## src/rtl/dmairq_pkg.sv

```systemverilog
package dmairq_pkg;
  localparam int IRQ_OUTS = 4;
  localparam int ADDR_W   = 10;
  localparam int DATA_W   = 32;
  localparam int DONE_BIT = 0;
  localparam int ERR_BIT  = 6;
  localparam int MAX_CH   = 64;

  localparam logic [ADDR_W-1:0] A_TX_START = 10'h000;
  localparam logic [ADDR_W-1:0] A_TX_STOP  = 10'h001;
  localparam logic [ADDR_W-1:0] A_RX_START = 10'h002;
  localparam logic [ADDR_W-1:0] A_RX_STOP  = 10'h003;
  localparam logic [ADDR_W-1:0] A_TX_SUM   = 10'h004;
  localparam logic [ADDR_W-1:0] A_RX_SUM   = 10'h008;
  localparam logic [ADDR_W-1:0] CH_BASE    = 10'h100;

  typedef logic [1:0] cause_t;  // [1] error, [0] done

  function automatic logic [DATA_W-1:0] cause_word(cause_t c);
    logic [DATA_W-1:0] w;
    w = '0;
    w[DONE_BIT] = c[0];
    w[ERR_BIT]  = c[1];
    return w;
  endfunction
endpackage

```

## src/rtl/dmairq_chan.sv

```systemverilog
module dmairq_chan
  import dmairq_pkg::*;
(
  input  logic                        clk,
  input  logic                        rst_n,
  input  logic                        armed,
  input  logic                        done_ev,
  input  logic                        err_ev,
  input  logic [IRQ_OUTS-1:0]         wr_cause,
  input  logic [IRQ_OUTS-1:0]         wr_mask,
  input  cause_t                      wbits,
  output cause_t [IRQ_OUTS-1:0]       cause_q,
  output cause_t [IRQ_OUTS-1:0]       mask_q,
  output logic   [IRQ_OUTS-1:0]       pend
);
  cause_t set_v;
  assign set_v = {err_ev & armed, done_ev & armed};

  always_ff @(posedge clk) begin
    if (!rst_n) begin
      cause_q <= '0;
      mask_q  <= '0;
    end else begin
      for (int o = 0; o < IRQ_OUTS; o++) begin
        cause_q[o] <= (cause_q[o] & ~(wr_cause[o] ? wbits : 2'b00)) | set_v;
        if (wr_mask[o]) mask_q[o] <= wbits;
      end
    end
  end

  for (genvar o = 0; o < IRQ_OUTS; o++) begin : g_pend
    assign pend[o] = |(cause_q[o] & mask_q[o]);
  end
endmodule

```

## src/rtl/dmairq_summary.sv

```systemverilog
module dmairq_summary
  import dmairq_pkg::*;
#(
  parameter int NUM_CH = 8,
  parameter int SUM_W  = (NUM_CH + 1) / 2
) (
  input  logic                                  clk,
  input  logic                                  rst_n,
  input  logic [NUM_CH-1:0][IRQ_OUTS-1:0]       pend,
  output logic [IRQ_OUTS-1:0][SUM_W-1:0]        tx_sum,
  output logic [IRQ_OUTS-1:0][SUM_W-1:0]        rx_sum,
  output logic [IRQ_OUTS-1:0]                   irq_o
);
  always_comb begin
    tx_sum = '0;
    rx_sum = '0;
    for (int c = 0; c < NUM_CH; c++)
      for (int o = 0; o < IRQ_OUTS; o++)
        if (c % 2 == 0) tx_sum[o][c/2] = pend[c][o];
        else            rx_sum[o][c/2] = pend[c][o];
  end

  always_ff @(posedge clk) begin
    if (!rst_n) irq_o <= '0;
    else
      for (int o = 0; o < IRQ_OUTS; o++)
        irq_o[o] <= (|tx_sum[o]) | (|rx_sum[o]);
  end
endmodule

```

## src/rtl/dmairq_top.sv

```systemverilog
module dmairq_top
  import dmairq_pkg::*;
#(
  parameter int NUM_CH = 8
) (
  input  logic                 clk,
  input  logic                 rst_n,
  input  logic [NUM_CH-1:0]    done_ev,
  input  logic [NUM_CH-1:0]    err_ev,
  input  logic                 wr_en,
  input  logic [ADDR_W-1:0]    wr_addr,
  input  logic [DATA_W-1:0]    wr_data,
  input  logic [ADDR_W-1:0]    rd_addr,
  output logic [DATA_W-1:0]    rd_data,
  output logic [IRQ_OUTS-1:0]  irq_o
);
  localparam int SUM_W = (NUM_CH + 1) / 2;

  initial begin
    if (NUM_CH < 1 || NUM_CH > MAX_CH) $error("NUM_CH out of range");
  end

  logic [NUM_CH-1:0]                en_q;
  cause_t [NUM_CH-1:0][IRQ_OUTS-1:0] ch_cause, ch_mask;
  logic [NUM_CH-1:0][IRQ_OUTS-1:0]  pend;
  logic [IRQ_OUTS-1:0][SUM_W-1:0]   tx_sum, rx_sum;

  // channel-region decode, write side
  logic              w_in_ch;
  logic [ADDR_W-1:0] w_off;
  assign w_in_ch = wr_en && (wr_addr >= CH_BASE);
  assign w_off   = wr_addr - CH_BASE;

  cause_t wbits;
  assign wbits = {wr_data[ERR_BIT], wr_data[DONE_BIT]};

  // enables, by pair bit
  always_ff @(posedge clk) begin
    if (!rst_n) en_q <= '0;
    else if (wr_en) begin
      for (int c = 0; c < NUM_CH; c++) begin
        if (wr_data[c/2]) begin
          if (c % 2 == 0) begin
            if (wr_addr == A_TX_START) en_q[c] <= 1'b1;
            if (wr_addr == A_TX_STOP)  en_q[c] <= 1'b0;
          end else begin
            if (wr_addr == A_RX_START) en_q[c] <= 1'b1;
            if (wr_addr == A_RX_STOP)  en_q[c] <= 1'b0;
          end
        end
      end
    end
  end

  for (genvar c = 0; c < NUM_CH; c++) begin : g_ch
    logic [IRQ_OUTS-1:0] wc, wm;
    for (genvar o = 0; o < IRQ_OUTS; o++) begin : g_sel
      assign wc[o] = w_in_ch && (w_off[8:3] == 6'(c)) && (w_off[2:1] == 2'(o)) && !w_off[0];
      assign wm[o] = w_in_ch && (w_off[8:3] == 6'(c)) && (w_off[2:1] == 2'(o)) &&  w_off[0];
    end
    dmairq_chan u_chan (
      .clk(clk), .rst_n(rst_n), .armed(en_q[c]),
      .done_ev(done_ev[c]), .err_ev(err_ev[c]),
      .wr_cause(wc), .wr_mask(wm), .wbits(wbits),
      .cause_q(ch_cause[c]), .mask_q(ch_mask[c]), .pend(pend[c])
    );
  end

  dmairq_summary #(.NUM_CH(NUM_CH), .SUM_W(SUM_W)) u_sum (
    .clk(clk), .rst_n(rst_n), .pend(pend),
    .tx_sum(tx_sum), .rx_sum(rx_sum), .irq_o(irq_o)
  );

  // read port
  logic [ADDR_W-1:0] r_off;
  assign r_off = rd_addr - CH_BASE;

  always_comb begin
    rd_data = '0;
    if (rd_addr >= CH_BASE) begin
      for (int c = 0; c < NUM_CH; c++)
        for (int o = 0; o < IRQ_OUTS; o++)
          if (r_off[8:3] == 6'(c) && r_off[2:1] == 2'(o))
            rd_data = cause_word(r_off[0] ? ch_mask[c][o] : ch_cause[c][o]);
    end else if (rd_addr == A_TX_START || rd_addr == A_RX_START) begin
      for (int c = 0; c < NUM_CH; c++)
        if ((c % 2 == 0) == (rd_addr == A_TX_START)) rd_data[c/2] = en_q[c];
    end else begin
      for (int o = 0; o < IRQ_OUTS; o++) begin
        if (rd_addr == A_TX_SUM + ADDR_W'(o)) rd_data[SUM_W-1:0] = tx_sum[o];
        if (rd_addr == A_RX_SUM + ADDR_W'(o)) rd_data[SUM_W-1:0] = rx_sum[o];
      end
    end
  end
endmodule

```

## config.mk

```make
export PLATFORM = sky130hd
export DESIGN_NAME = dmairq_top
export DESIGN_NICKNAME = d
export VERILOG_FILES = /design/src/rtl/dmairq_pkg.sv /design/src/rtl/dmairq_chan.sv /design/src/rtl/dmairq_summary.sv /design/src/rtl/dmairq_top.sv
export SDC_FILE = /design/constraint.sdc
export NUM_CORES = 1
export LEC_CHECK = 0
export BUFFER_PORTS_ARGS = -buffer_cell sky130_fd_sc_hd__buf_2
export CAP_MARGIN = 30
export CORE_MARGIN = 3
export CORE_UTILIZATION = 35
export DETAILED_ROUTE_END_ITERATION = 6
export HOLD_SLACK_MARGIN = 0.12
export PLACE_DENSITY_LB_ADDON = 0.12
export SETUP_SLACK_MARGIN = 0.15
export SYNTH_ARGS = -nofsm -noshare
export SYNTH_HDL_FRONTEND = slang
export SYNTH_SLANG_ARGS = --single-unit
export TNS_END_PERCENT = 100
```

## constraint.sdc

```tcl
create_clock -name clk -period 2.2 [get_ports clk]
set_input_delay 0 -clock clk [delete_from_list [all_inputs] [get_ports clk]]
set_output_delay 0 -clock clk [all_outputs]
set_load 0.005 [all_outputs]
```

## Yosys cells after proc, flatten, opt, wreduce, memory -nomap -nowiden

Index checks and enable logic that the tools add are counted.

- Add/sub/neg operators: 2
- Bitwise operators: 148
- $lt $le $gt $ge: 2
- Equality and inequality tests: 32
- Reductions and logical operators: 195
- Multipliers: 0
- Divide/modulo/power cells: 0
- Muxes and demuxes: 115
- Shifts and indexed selects: 0

Operators with widths:

| operator | count |
|---|---|
| 32-bit two-way mux | 31 |
| 1-bit logical AND | 137 |
| 2-bit AND | 64 |
| 2-bit two-way mux | 64 |
| 2-bit inverter | 32 |
| 2-bit bitwise OR | 32 |
| 2-bit OR reduction | 32 |
| 8-bit OR reduction | 8 |
| 6-bit by 3-bit == test with 1-bit output (second input constant) | 8 |
| 10-bit by 3-bit == test with 1-bit output (second input constant) | 4 |
| 10-bit by 4-bit == test with 1-bit output (second input constant) | 4 |
| 4-bit two-way mux | 10 |
| 10-bit by 2-bit == test with 1-bit output (second input constant) | 3 |
| 28-bit two-way mux | 1 |
| 6-bit by 2-bit == test with 1-bit output (second input constant) | 4 |
| 3-bit AND reduction | 8 |
| 10-bit by 9-bit >= comparator with 1-bit output (second input constant) | 2 |
| 10-bit logical NOT | 2 |
| 9-bit subtractor (second input constant) | 2 |
| 1-bit AND | 16 |
| 6-bit by 1-bit == test with 1-bit output (second input constant) | 2 |
| 6-bit logical NOT | 2 |
| 10-bit by 1-bit == test with 1-bit output (second input constant) | 1 |
| 2-bit == test (second input constant) | 4 |
| 8 further kinds | 21 |

- Memory bits (writable): 0
- Flip-flop bits (word level): 140
- Bits in latches: 0
- Output and inout bits: 36
- Input port bits: 71
- Word-level logic and storage cells: 567
- Memories: 0
- Bits in read-only memories: 0

## Logic depth before layout (Yosys ltp)

Gate-level depths: netlist (run 1).

- Word-level depth: 36
- Depth in mapped cells: 9
- Depth with buffers taken out: 6

## Modules after synthesis

From an unflattened synthesis (run 1), not the netlist that was laid out.

- Cells, all modules: 966
- Area, all modules: 8,610.8 um2

By module, submodules not included:

| module | area each (um2) | cells an instance | sequential area each (um2) | instances |
|---|---|---|---|---|
| dmairq_chan | 634.4 | 58 | 320.3 | 8 |
| dmairq_top | 3,085.5 | 454 | 160.2 | 1 |
| dmairq_summary | 450.4 | 48 | 80.1 | 1 |

## Least setup slack after synthesis (run 1)

Ideal clock, no wire load.

- Path type: reg2out
- Start point: register g_ch[6].u_chan.cause_q[3] in the netlist's numbering
- End point: output rd_data[6]
- Data required time: 2.200 ns
- Cell stages (with the launch flop): 7
- Path buffers: 0
- Setup slack: 0.773 ns
- Arrival: 1.427 ns
- Path through: dfxtp_1 > mux4_1 > o2bb2ai_1 > o22ai_1 > a21oi_1 > o211ai_1 > o21a_1

- Cells in the longest elaborated chain, start to end: 9

RTL lines:

| item | line | source |
|---|---|---|
| start, declared | dmairq_chan.sv:12 | `output cause_t [IRQ_OUTS-1:0] cause_q,` |
| start signal, assigned by index | dmairq_chan.sv:25 | `cause_q[o] <= (cause_q[o] & ~(wr_cause[o] ? wbits : 2'b00)) \| set_v;` |
| 2-bit two-way mux | dmairq_top.sv:84 | `rd_data = cause_word(r_off[0] ? ch_mask[c][o] : ch_cause[c][o]);` |
| 32-bit two-way mux (7 in a row) | dmairq_top.sv:83 | `if (r_off[8:3] == 6'(c) && r_off[2:1] == 2'(o))` |
| 28-bit two-way mux | dmairq_top.sv:80 | `if (rd_addr >= CH_BASE) begin` |
| end, declared | dmairq_top.sv:14 | `output logic [DATA_W-1:0] rd_data,` |

Every way passes these cells.

## Worst setup path after layout (run 1)

- Start point: register g_ch[0].u_chan.mask_q[5] in the netlist's numbering
- End point: output rd_data[6]

- Cells in the longest elaborated chain, start to end: 32

RTL lines:

| item | line | source |
|---|---|---|
| start, declared | dmairq_chan.sv:13 | `output cause_t [IRQ_OUTS-1:0] mask_q,` |
| start signal, assigned by index | dmairq_chan.sv:26 | `if (wr_mask[o]) mask_q[o] <= wbits;` |
| 2-bit two-way mux | dmairq_top.sv:84 |  |
| 32-bit two-way mux (30 in a row) | dmairq_top.sv:83 |  |
| 28-bit two-way mux | dmairq_top.sv:80 |  |

Every way passes these cells.

==> flow_metrics.env, run 1 <==
export IMPL_met1_usage_pct=33.2
export IMPL_r2r_cells=4
export IMPL_slew_violations=0
export IMPL_r2r_end="u_sum.irq_o[0]"
export IMPL_ir_worst_vdd_mv=0.425
export IMPL_crit_end="rd_data[6]"
export IMPL_antenna_found_initial=0
export IMPL_fp_dieH_um=157
export IMPL_fin_skew_ns=0.00897
export IMPL_tightest_slew_ns=0.685
export IMPL_slew_headroom_pct=54.4
export IMPL_htreeDepth=4
export IMPL_cts_root_buf="clkbuf_16"
export IMPL_ys_flop_type="dfxtp_1"
export IMPL_grt_pass1_wl_um=42600
export IMPL_ys_async_sr_fraction_pct=0
export IMPL_drtPass1Iterations=5
export IMPL_grt_total_usage_pct=23.1
export IMPL_finalNonFillerCells=1267
export IMPL_drv_cap=0
export IMPL_clkLatencyLatePin_ns=0.43
export IMPL_layout_common_cells="121 x dfxtp_1, 106 x o21ai_0, 90 x a21boi_0, 77 x mux2i_1, 67 x nand2_1"
export IMPL_power_density_nw_per_um2=656
export IMPL_synth_edf_count=0
export IMPL_leakagePower_nw=3.47
export IMPL_vias_per_cell=5.65
export IMPL_antenna_left=0
export IMPL_rsz0062_at_grt="true"
export IMPL_netlist_area_um2=8030
export IMPL_cts_sinks=140
export IMPL_drc=0
export IMPL_hold_class="in -> reg"
export IMPL_row_count=54
export IMPL_syn_instance_count=899
export IMPL_die_area_um2=24800
export IMPL_finalNetCount=1044
export IMPL_coreArea_um2=22200
export IMPL_start_util_pct=36.2
export IMPL_r2r_slack_ns=0.80
export IMPL_top_usage_layer="met2"
export IMPL_tns_ns=0
export IMPL_dpl_cell_area_um2=8500
export IMPL_fill_cells=2216
export IMPL_gp_congestion=0.947
export IMPL_ys_ff_latch=140
export IMPL_wire_per_inst_um=22.3
export IMPL_min_period_ns=2.17
export IMPL_clk_path_buf_depth=2
export IMPL_final_area_um2=9580
export IMPL_end_kind="output port"
export IMPL_crit_path_start="g_ch[0].u_chan.mask_q[5]"
export IMPL_cts_buffers_inserted=17
export IMPL_yosysWarnings=0
export IMPL_crit_fanout=3
export IMPL_power_w=0.00628
export IMPL_timing_rr_start="g_ch[0].u_chan.mask_q[1]"
export IMPL_dp_hpwl_um=20400
export IMPL_grt_max_degree=65
export IMPL_drive_above_1_share_pct=21.9
export IMPL_ios=107
export IMPL_syn_to_final_growth_pct=19.2
export IMPL_setup_viol=0
export IMPL_wirelength_um=28300
export IMPL_arrival_ns=2.17
export IMPL_gr_total_overflow=0
export IMPL_critPathRequiredTime_ns=2.20
export IMPL_cts_tree="yes"
export IMPL_num_vias=7160
export IMPL_status="completed"
export IMPL_drt_iter0_drc=583
export IMPL_hold_viol=0
export IMPL_synthDistinctLibCells=69
export IMPL_use_met2_pct=34.8
export IMPL_placedCellCount=1204
export IMPL_worstSetupPathType="reg -> out"
export IMPL_grtUsageMet3_pct=5.17
export IMPL_finalCritPeriodShare_pct=98.8
export IMPL_grt_pass1_vias=6746
export IMPL_port_buffers=52
export IMPL_startpoint_type="flop"
export IMPL_seq_area_frac_synth_pct=34.9
export IMPL_synth_avg_cell_area_um2=8.93
export IMPL_die_w_um=157
export IMPL_clk_pin_slew_ns=0.07
export IMPL_fmax_ghz=0.460
export IMPL_final_common_cell="dfxtp_1"
==> metrics by stage <==
stage	worst slack [ns]	utilization (%)	hold WS [ns]
after floorplan	0.773	-	0.158
after global placement	0.224	38.4	0.303
after detailed placement	0.203	38.4	0.310
after CTS	0.00321	42.8	0.122
after global routing	-0.0518	43.2	0.154
final	0.0274	43.2	0.122
==> layer usage <==
layer / share of wire [%] / wire length, um
met5: 0 / 0
met4: 2.3 / 646
met3: 6.6 / 1870
met2: 45 / 12600
met1: 47 / 13200
==> area by class of cell <==
type                            count  area (um2)  area share [%]
Sequential cell                   140        2830            29.5
Clock buffer                       17         425            4.44
Timing Repair Buffer              118         838            8.75
Tap cell                          280         350            3.66
Clock inverter                     15         220            2.30
Antenna cell                        1        2.50          0.0261
Inverter                            4        15.0           0.157
Multi-Input combinational cell    692        4890            51.1
==> report_power, final <==
group,total [W],internal [W],leakage (nW),switching [W]
Clock,0.00323,0.00201,0.302,0.00122
Combinational,0.000519,0.000202,2.03,0.000317
Sequential,0.00253,0.00253,1.14,0.00000115
Total,0.00628,0.00475,3.47,0.00153
==> worst max-delay path, stage by stage (launching register included) <==
cell,delay (ns)
dfxtp_2,0.33
mux4_2,0.48
or3_4,0.34
o2111ai_2,0.10
a31oi_2,0.15
o21a_1,0.22
buf_2,0.13
==> sequential cells by signal, summed over array words and instances (netlist names) <==
| register | count |
|---|---|
| en_q | 8 |
| u_sum.irq_o | 4 |
| g_ch.u_chan.cause_q | 64 |
| g_ch.u_chan.mask_q | 64 |
==> how the worst min path moves through the flow <==
stage | from | endpoint | slack, ns | depth (start not counted)
floorplan | wr_data[1] | en_q[2] | 0.16 | 2
global placement | wr_data[1] | en_q[2] | 0.30 | 3
detailed placement | wr_data[1] | en_q[3] | 0.31 | 3
CTS | wr_addr[3] | g_ch[7].u_chan.mask_q[0] | 0.12 | 5
global route | wr_addr[3] | g_ch[7].u_chan.mask_q[0] | 0.15 | 5
finish | wr_addr[3] | g_ch[7].u_chan.mask_q[0] | 0.12 | 5
==> synthesized netlist by cell type (13+ instances only) <==
library cell	count	area share [%]
clkbuf_1	40	1.9
nor2_1	37	1.7
mux4_2	13	3.6
a21boi_0	91	8.5
dfxtp_1	140	35
nor2b_1	53	4.1
nand2_1	67	3.1
a21oi_1	13	0.81
a22oi_1	38	3.6
buf_4	30	2.8
nand3_1	22	1.4
mux2i_1	80	10
o21ai_0	108	6.7
mux2_2	16	2.2
==> cell families (layout without fill, tap and decap cells) <==
family | count (synthesis) | after routing | share of synthesized area [%]
buffers and inverters | 93 | 154 | 6.75
muxes | 111 | 111 | 16.4
DFF | 140 | 140 | 34.9
and+or+nand+nor | 251 | 251 | 17.0
AOI/OAI and AO/OA | 303 | 303 | 24.9
other | 1 | 28 | 0.0467
==> what timing repair did <==
item / in CTS / in global routing
hold buffers: 26 / 0
endpoints found under the setup margin: 3 / 4
resized for setup: 21 / 29
pin swaps: 8 / 4
endpoints found under the hold margin: 105 / 0
setup buffers: 3 / 1
Power figures use the tool's default switching activity.
==> run 2, diff against run 1 <==
--- a/config.mk
+++ b/config.mk
@@ -12,6 +12,7 @@
 export DETAILED_ROUTE_END_ITERATION = 6
 export HOLD_SLACK_MARGIN = 0.12
 export PLACE_DENSITY_LB_ADDON = 0.12
+export RECOVER_POWER = 100
 export SETUP_SLACK_MARGIN = 0.15
 export SYNTH_ARGS = -nofsm -noshare
 export SYNTH_HDL_FRONTEND = slang
==> run 2 against run 1 <==
Against the previous run:
- total power shrank 0.22%
- die area unchanged
- design area fell by 0.84%
- highest routed layer unchanged
- clock skew down 0.00094 ns
- cell count is the same
- clock-buffer cell count unchanged
- via count fell by 0.49%
- combinational power shrank 2%
==> flow_metrics.env, run 2 (synthesis results as in run 1) <==
export IMPL_status="completed"
export IMPL_clkLatencyLatePin_ns=0.43
export IMPL_final_area_um2=9500
export IMPL_drv_cap=0
export IMPL_antenna_found_initial=0
export IMPL_hold_viol=0
export IMPL_r2r_slack_ns=0.78
export IMPL_final_common_cell="dfxtp_1"
export IMPL_startpoint_type="flop"
export IMPL_finalCritPeriodShare_pct=98.7
export IMPL_drt_iter0_drc=570
export IMPL_gp_congestion=0.947
export IMPL_pre_cts_ws_ns=0.203
export IMPL_fin_util_pct=42.8
export IMPL_dp_hpwl_um=20400
export IMPL_die_area_um2=24800
export IMPL_rsz0062_at_grt="true"
export IMPL_slew_headroom_pct=32.0
export IMPL_arrival_ns=2.17
export IMPL_timing_rr_start="g_ch[0].u_chan.mask_q[1]"
export IMPL_fmax_ghz=0.461
export IMPL_syn_to_final_growth_pct=18.2
export IMPL_grt_pass1_vias=6746
export IMPL_power_density_nw_per_um2=660
export IMPL_clk_pin_slew_ns=0.06
export IMPL_leakagePower_nw=3.39
export IMPL_die_w_um=157
export IMPL_fill_cells=2239
export IMPL_min_delay_path_depth=6
export IMPL_finalNetCount=1044
export IMPL_cts_tree="yes"
export IMPL_drive_above_1_share_pct=19.5
export IMPL_crit_fanout=3
export IMPL_row_count=54
export IMPL_power_w=0.00627
export IMPL_vias_per_cell=5.62
export IMPL_fin_skew_ns=0.00803
export IMPL_r2r_end="u_sum.irq_o[0]"
export IMPL_reg_top3="g_ch.u_chan.cause_q: 64 flops, g_ch.u_chan.mask_q: 64 flops, en_q: 8 flops"
export IMPL_start_util_pct=36.2
export IMPL_slew_violations=0
export IMPL_dpl_cell_area_um2=8500
export IMPL_clk_path_buf_depth=2
export IMPL_critPathRequiredTime_ns=2.20
export IMPL_hold_class="in -> reg"
export IMPL_tightest_slew_ns=1.02
export IMPL_setup_viol=0
export IMPL_drtPass1Iterations=5
export IMPL_gr_total_overflow=0
export IMPL_ios=107
export IMPL_wirelength_um=28300
export IMPL_htreeDepth=4
export IMPL_worstSetupPathType="reg -> out"
export IMPL_hp_start="wr_en"
export IMPL_num_vias=7125
export IMPL_end_kind="output port"
export IMPL_drc=0
export IMPL_cts_sinks=140
export IMPL_setup_slack_ns=0.0285
export IMPL_ir_worst_vdd_mv=0.424
export IMPL_hold_end="en_q[3]"
export IMPL_r2r_cells=4
export IMPL_coreArea_um2=22200
export IMPL_grt_pass1_wl_um=42600
export IMPL_layout_common_cells="123 x dfxtp_1, 106 x o21ai_0, 90 x a21boi_0, 77 x mux2i_1, 67 x nand2_1"
export IMPL_fp_dieH_um=157
export IMPL_grt_max_degree=65
export IMPL_wire_per_inst_um=22.3
export IMPL_cts_root_buf="clkbuf_16"
export IMPL_min_period_ns=2.17
export IMPL_antenna_left=0
export IMPL_tns_ns=0
export IMPL_grt_total_usage_pct=23.1
export IMPL_port_buffers=52
export IMPL_cts_buffers_inserted=17
==> run 2: changes by cell type in the layout (fill, tap and decap cells not counted), moves of 2 or more <==
cell,previous run,this run
dfxtp_2,18,16
or2_0,0,7
clkbuf_1,0,18
buf_2,50,43
dfxtp_1,121,123
or2_1,8,1
buf_4,41,30
==> run 2: critical path: stages (launching register included) <==
cell and delay [ns]:
dfxtp_2 0.33, mux4_2 0.48, or3_4 0.34, o2111ai_2 0.10
a31oi_2 0.15, o21a_1 0.22, buf_2 0.13
==> run 2: where the power goes <==
group	internal (W)	leakage [nW]	switching, W	total (W)
registers	0.00253	1.14	0.00000114	0.00254
logic	0.000196	1.95	0.000314	0.000510
clock network	0.00201	0.302	0.00121	0.00322
==> run 2: worst max-delay path by stage <==
| stage | from | endpoint | slack, ns | depth (start not counted) |
|---|---|---|---|---|
| 4_1_cts | g_ch[0].u_chan.mask_q[5] | rd_data[6] | 0.003 | 6 |
| 3_5_place_dp | rd_addr[0] | rd_data[6] | 0.20 | 9 |
| 5_1_grt | g_ch[6].u_chan.mask_q[3] | rd_data[6] | -0.05 | 7 |
| 3_3_place_gp | rd_addr[0] | rd_data[0] | 0.22 | 9 |
| 2_1_floorplan | g_ch[6].u_chan.cause_q[3] | rd_data[6] | 0.77 | 6 |
| 6_report | g_ch[0].u_chan.mask_q[5] | rd_data[6] | 0.03 | 6 |
==> run 2: cell type report <==
class                   count  area, um2  share of cell area [%]
clock buffers              17        425                    4.48
flip-flops and latches    140       2830                    29.8
multi-input cells         692       4870                    51.3
inverters                   4       15.0                   0.158
repair buffers            118        788                    8.30
well taps                 280        350                    3.69
diodes                      1       2.50                  0.0264
clock inverters            15        220                    2.32
==> run 2: per-layer routing <==
metal | share of wire [%] | GRT usage [%] | vias to the layer above
li1 | - | - | 3406
met1 | 46 | 33.2 | 3417
met2 | 45 | 34.8 | 268
met3 | 7.0 | 5.17 | 34
met4 | 2.1 | 6.94 | 0
met5 | 0 | 0 | -
==> run 2: what timing repair did <==
item / in CTS / in global routing
buffers inserted: 3 / 1
pin swaps: 8 / 4
hold buffers: 26 / 0
endpoints found under the setup margin: 3 / 4
gates resized for setup: 21 / 29
endpoints found under the hold margin: 105 / 0
==> run 2: metrics by stage <==
stage / hold slack (ns) / instances
global route: 0.247 / 1266
global placement: 0.303 / 1204
floorplan: 0.158 / 925
detailed placement: 0.310 / 1204
CTS: 0.122 / 1265
finish: 0.191 / 1267
==> run 3, diff against run 2 <==
==> constraint.sdc (replaced) <==
create_clock -name clk -period 2.4 [get_ports clk]
set_input_delay 0 -clock clk [delete_from_list [all_inputs] [get_ports clk]]
set_output_delay 0 -clock clk [all_outputs]
set_load 0.005 [all_outputs]
==> run 3 against run 2 <==
Against the previous run:
- clock skew increased by 0.0046 ns
- die area unchanged
- global-route usage increased by 0.17 points
- utilization decreased by 0.62 points
- routed wire length increased by 0.35%
- via count decreased by 0.13%
- sequential power decreased by 8.7%
- largest cell class unchanged
- sequential cell count unchanged
- setup slack improved by 0.18 ns
- critical endpoint unchanged
- register-to-register slack improved by 0.23 ns
- critical path type unchanged
- cell count decreased by 1.0%
- sequential share of layout area increased by 0.21 points
==> flow_metrics.env, run 3 (synthesis results as in run 1) <==
export IMPL_status="completed"
export IMPL_routed_wl_met3_um=1820
export IMPL_hold_class="in -> reg"
export IMPL_min_delay_path_depth=2
export IMPL_power_frac_seq_pct=41.5
export IMPL_rsz0062_at_grt="true"
export IMPL_postCtsSetupBuffers=0
export IMPL_netSwitchingPower_w=0.00145
export IMPL_power_density_nw_per_um2=599
export IMPL_ios=107
export IMPL_cts_buffers_inserted=17
export IMPL_syn_to_final_growth_pct=16.5
export IMPL_tightest_slew_ns=0.945
export IMPL_crit_fanout=3
export IMPL_htreeDepth=4
export IMPL_p_int_w=0.00416
export IMPL_cts_sinks=140
export IMPL_grt_max_degree=77
export IMPL_antenna_found_initial=0
export IMPL_wire_per_inst_um=22.6
export IMPL_grt_total_usage_pct=23.3
export IMPL_drt_met1_wl_um=13200
export IMPL_fmax_ghz=0.456
export IMPL_gp_congestion=0.920
export IMPL_grt_pass1_vias=6742
export IMPL_layout_common_cells="138 x dfxtp_1, 108 x o21ai_0, 91 x a21boi_0, 80 x mux2i_1, 67 x nand2_1"
export IMPL_antenna_left=0
export IMPL_start_util_pct=36.2
export IMPL_row_count=54
export IMPL_gr_total_overflow=0
export IMPL_cts_tree="yes"
export IMPL_wl_met2_um=12800
export IMPL_slew_violations=0
export IMPL_pre_cts_ws_ns=0.387
export IMPL_ir_worst_vdd_mv=0.309
export IMPL_vias_per_cell=5.67
export IMPL_leakagePower_nw=3.37
export IMPL_dp_hpwl_um=20000
export IMPL_min_period_ns=2.19
export IMPL_critPathRequiredTime_ns=2.40
export IMPL_end_kind="output port"
export IMPL_die_area_um2=24800
export IMPL_startpoint_type="flop"
export IMPL_die_w_um=157
export IMPL_drive_above_1_share_pct=16.1
export IMPL_drtPass1Iterations=4
export IMPL_tns_ns=0
export IMPL_fin_hold_ws_ns=0.121
export IMPL_final_common_cell="dfxtp_1"
export IMPL_port_buffers=52
export IMPL_r2r_cells=3
export IMPL_cts_root_buf="clkbuf_16"
export IMPL_num_vias=7116
export IMPL_clkPwrFrac_pct=50.1
export IMPL_setup_viol=0
export IMPL_arrival_ns=2.19
export IMPL_power_w=0.00560
export IMPL_hold_viol=0
export IMPL_wirelength_um=28400
export IMPL_drt_iter0_drc=585
export IMPL_r2r_slack_ns=1.01
export IMPL_p_sw_share_pct=25.8
export IMPL_diodes=0
export IMPL_clk_path_buf_depth=2
export IMPL_finalCritPeriodShare_pct=91.4
export IMPL_grt_pass1_wl_um=42900
export IMPL_fp_dieH_um=157
export IMPL_drc=0
export IMPL_clkLatencyLatePin_ns=0.43
export IMPL_fin_skew_ns=0.0126
export IMPL_reg_top3="g_ch.u_chan.cause_q: 64 flops, g_ch.u_chan.mask_q: 64 flops, en_q: 8 flops"
export IMPL_clk_pin_slew_ns=0.07
export IMPL_combPwrFrac_pct=8.4
export IMPL_top_layer="met4"
export IMPL_fill_cells=2236
export IMPL_setup_slack_ns=0.207
export IMPL_drv_cap=0
export IMPL_finalNetCount=1032
export IMPL_coreArea_um2=22200
export IMPL_slew_headroom_pct=37.0
export IMPL_worstSetupPathType="reg -> out"
## run 3: cell type report
| class | count | area (um2) | area share [%] |
|---|---|---|---|
| multi-input cells | 692 | 4830 | 51.6 |
| flip-flops and latches | 140 | 2810 | 30.0 |
| clock buffers | 17 | 425 | 4.55 |
| repair buffers | 106 | 748 | 7.99 |
| well taps | 280 | 350 | 3.74 |
| inverters | 4 | 15.0 | 0.160 |
| clock inverters | 15 | 188 | 2.01 |
## run 3: worst paths after layout
kind	from	endpoint
setup / recovery	g_ch[0].u_chan.mask_q[5]	rd_data[6]
hold reg to reg	g_ch[3].u_chan.cause_q[3]	g_ch[3].u_chan.cause_q[3]
setup reg to reg	g_ch[4].u_chan.mask_q[2]	u_sum.irq_o[1]
hold / removal	rst_n	g_ch[3].u_chan.mask_q[4]
## run 3: what timing repair did
action | CTS | global route
pin swaps | 2 | 2
resized for setup | 1 | 9
hold buffers | 28 | 0
endpoints found under the setup margin | 1 | 3
endpoints found under the hold margin | 88 | 0
## run 3: critical path: stages (launching register included)
cell and delay [ns]:
dfxtp_2 0.33, mux4_2 0.48, or3_4 0.35, o2111ai_4 0.11, a31oi_4 0.13, o21a_1 0.22, buf_2 0.13
## run 3: per-layer routing
layer  global-route usage [%]  vias up
met3                     4.45       37
met1                     33.1     3465
met4                     6.65        0
met5                        0        -
li1                         -     3382
met2                     36.1      232
## run 3: power by group through the flow
stage          registers (W)  clock network [W]  logic, W
4_1_cts              0.00232            0.00284  0.000464
3_5_place_dp         0.00238                  0  0.000433
2_1_floorplan        0.00238                  0  0.000305
5_1_grt              0.00232            0.00295  0.000502
6_report             0.00232            0.00281  0.000470
3_3_place_gp         0.00238                  0  0.000435
## run 3: stage by stage
| step | util [%] | cells | area [um2] |
|---|---|---|---|
| global placement | 38.1 | 1194 | 8450 |
| global route | 42.2 | 1254 | 9360 |
| CTS | 42.2 | 1254 | 9350 |
| floorplan | - | 925 | 8130 |
| detailed placement | 38.1 | 1194 | 8450 |
| finish | 42.2 | 1254 | 9360 |
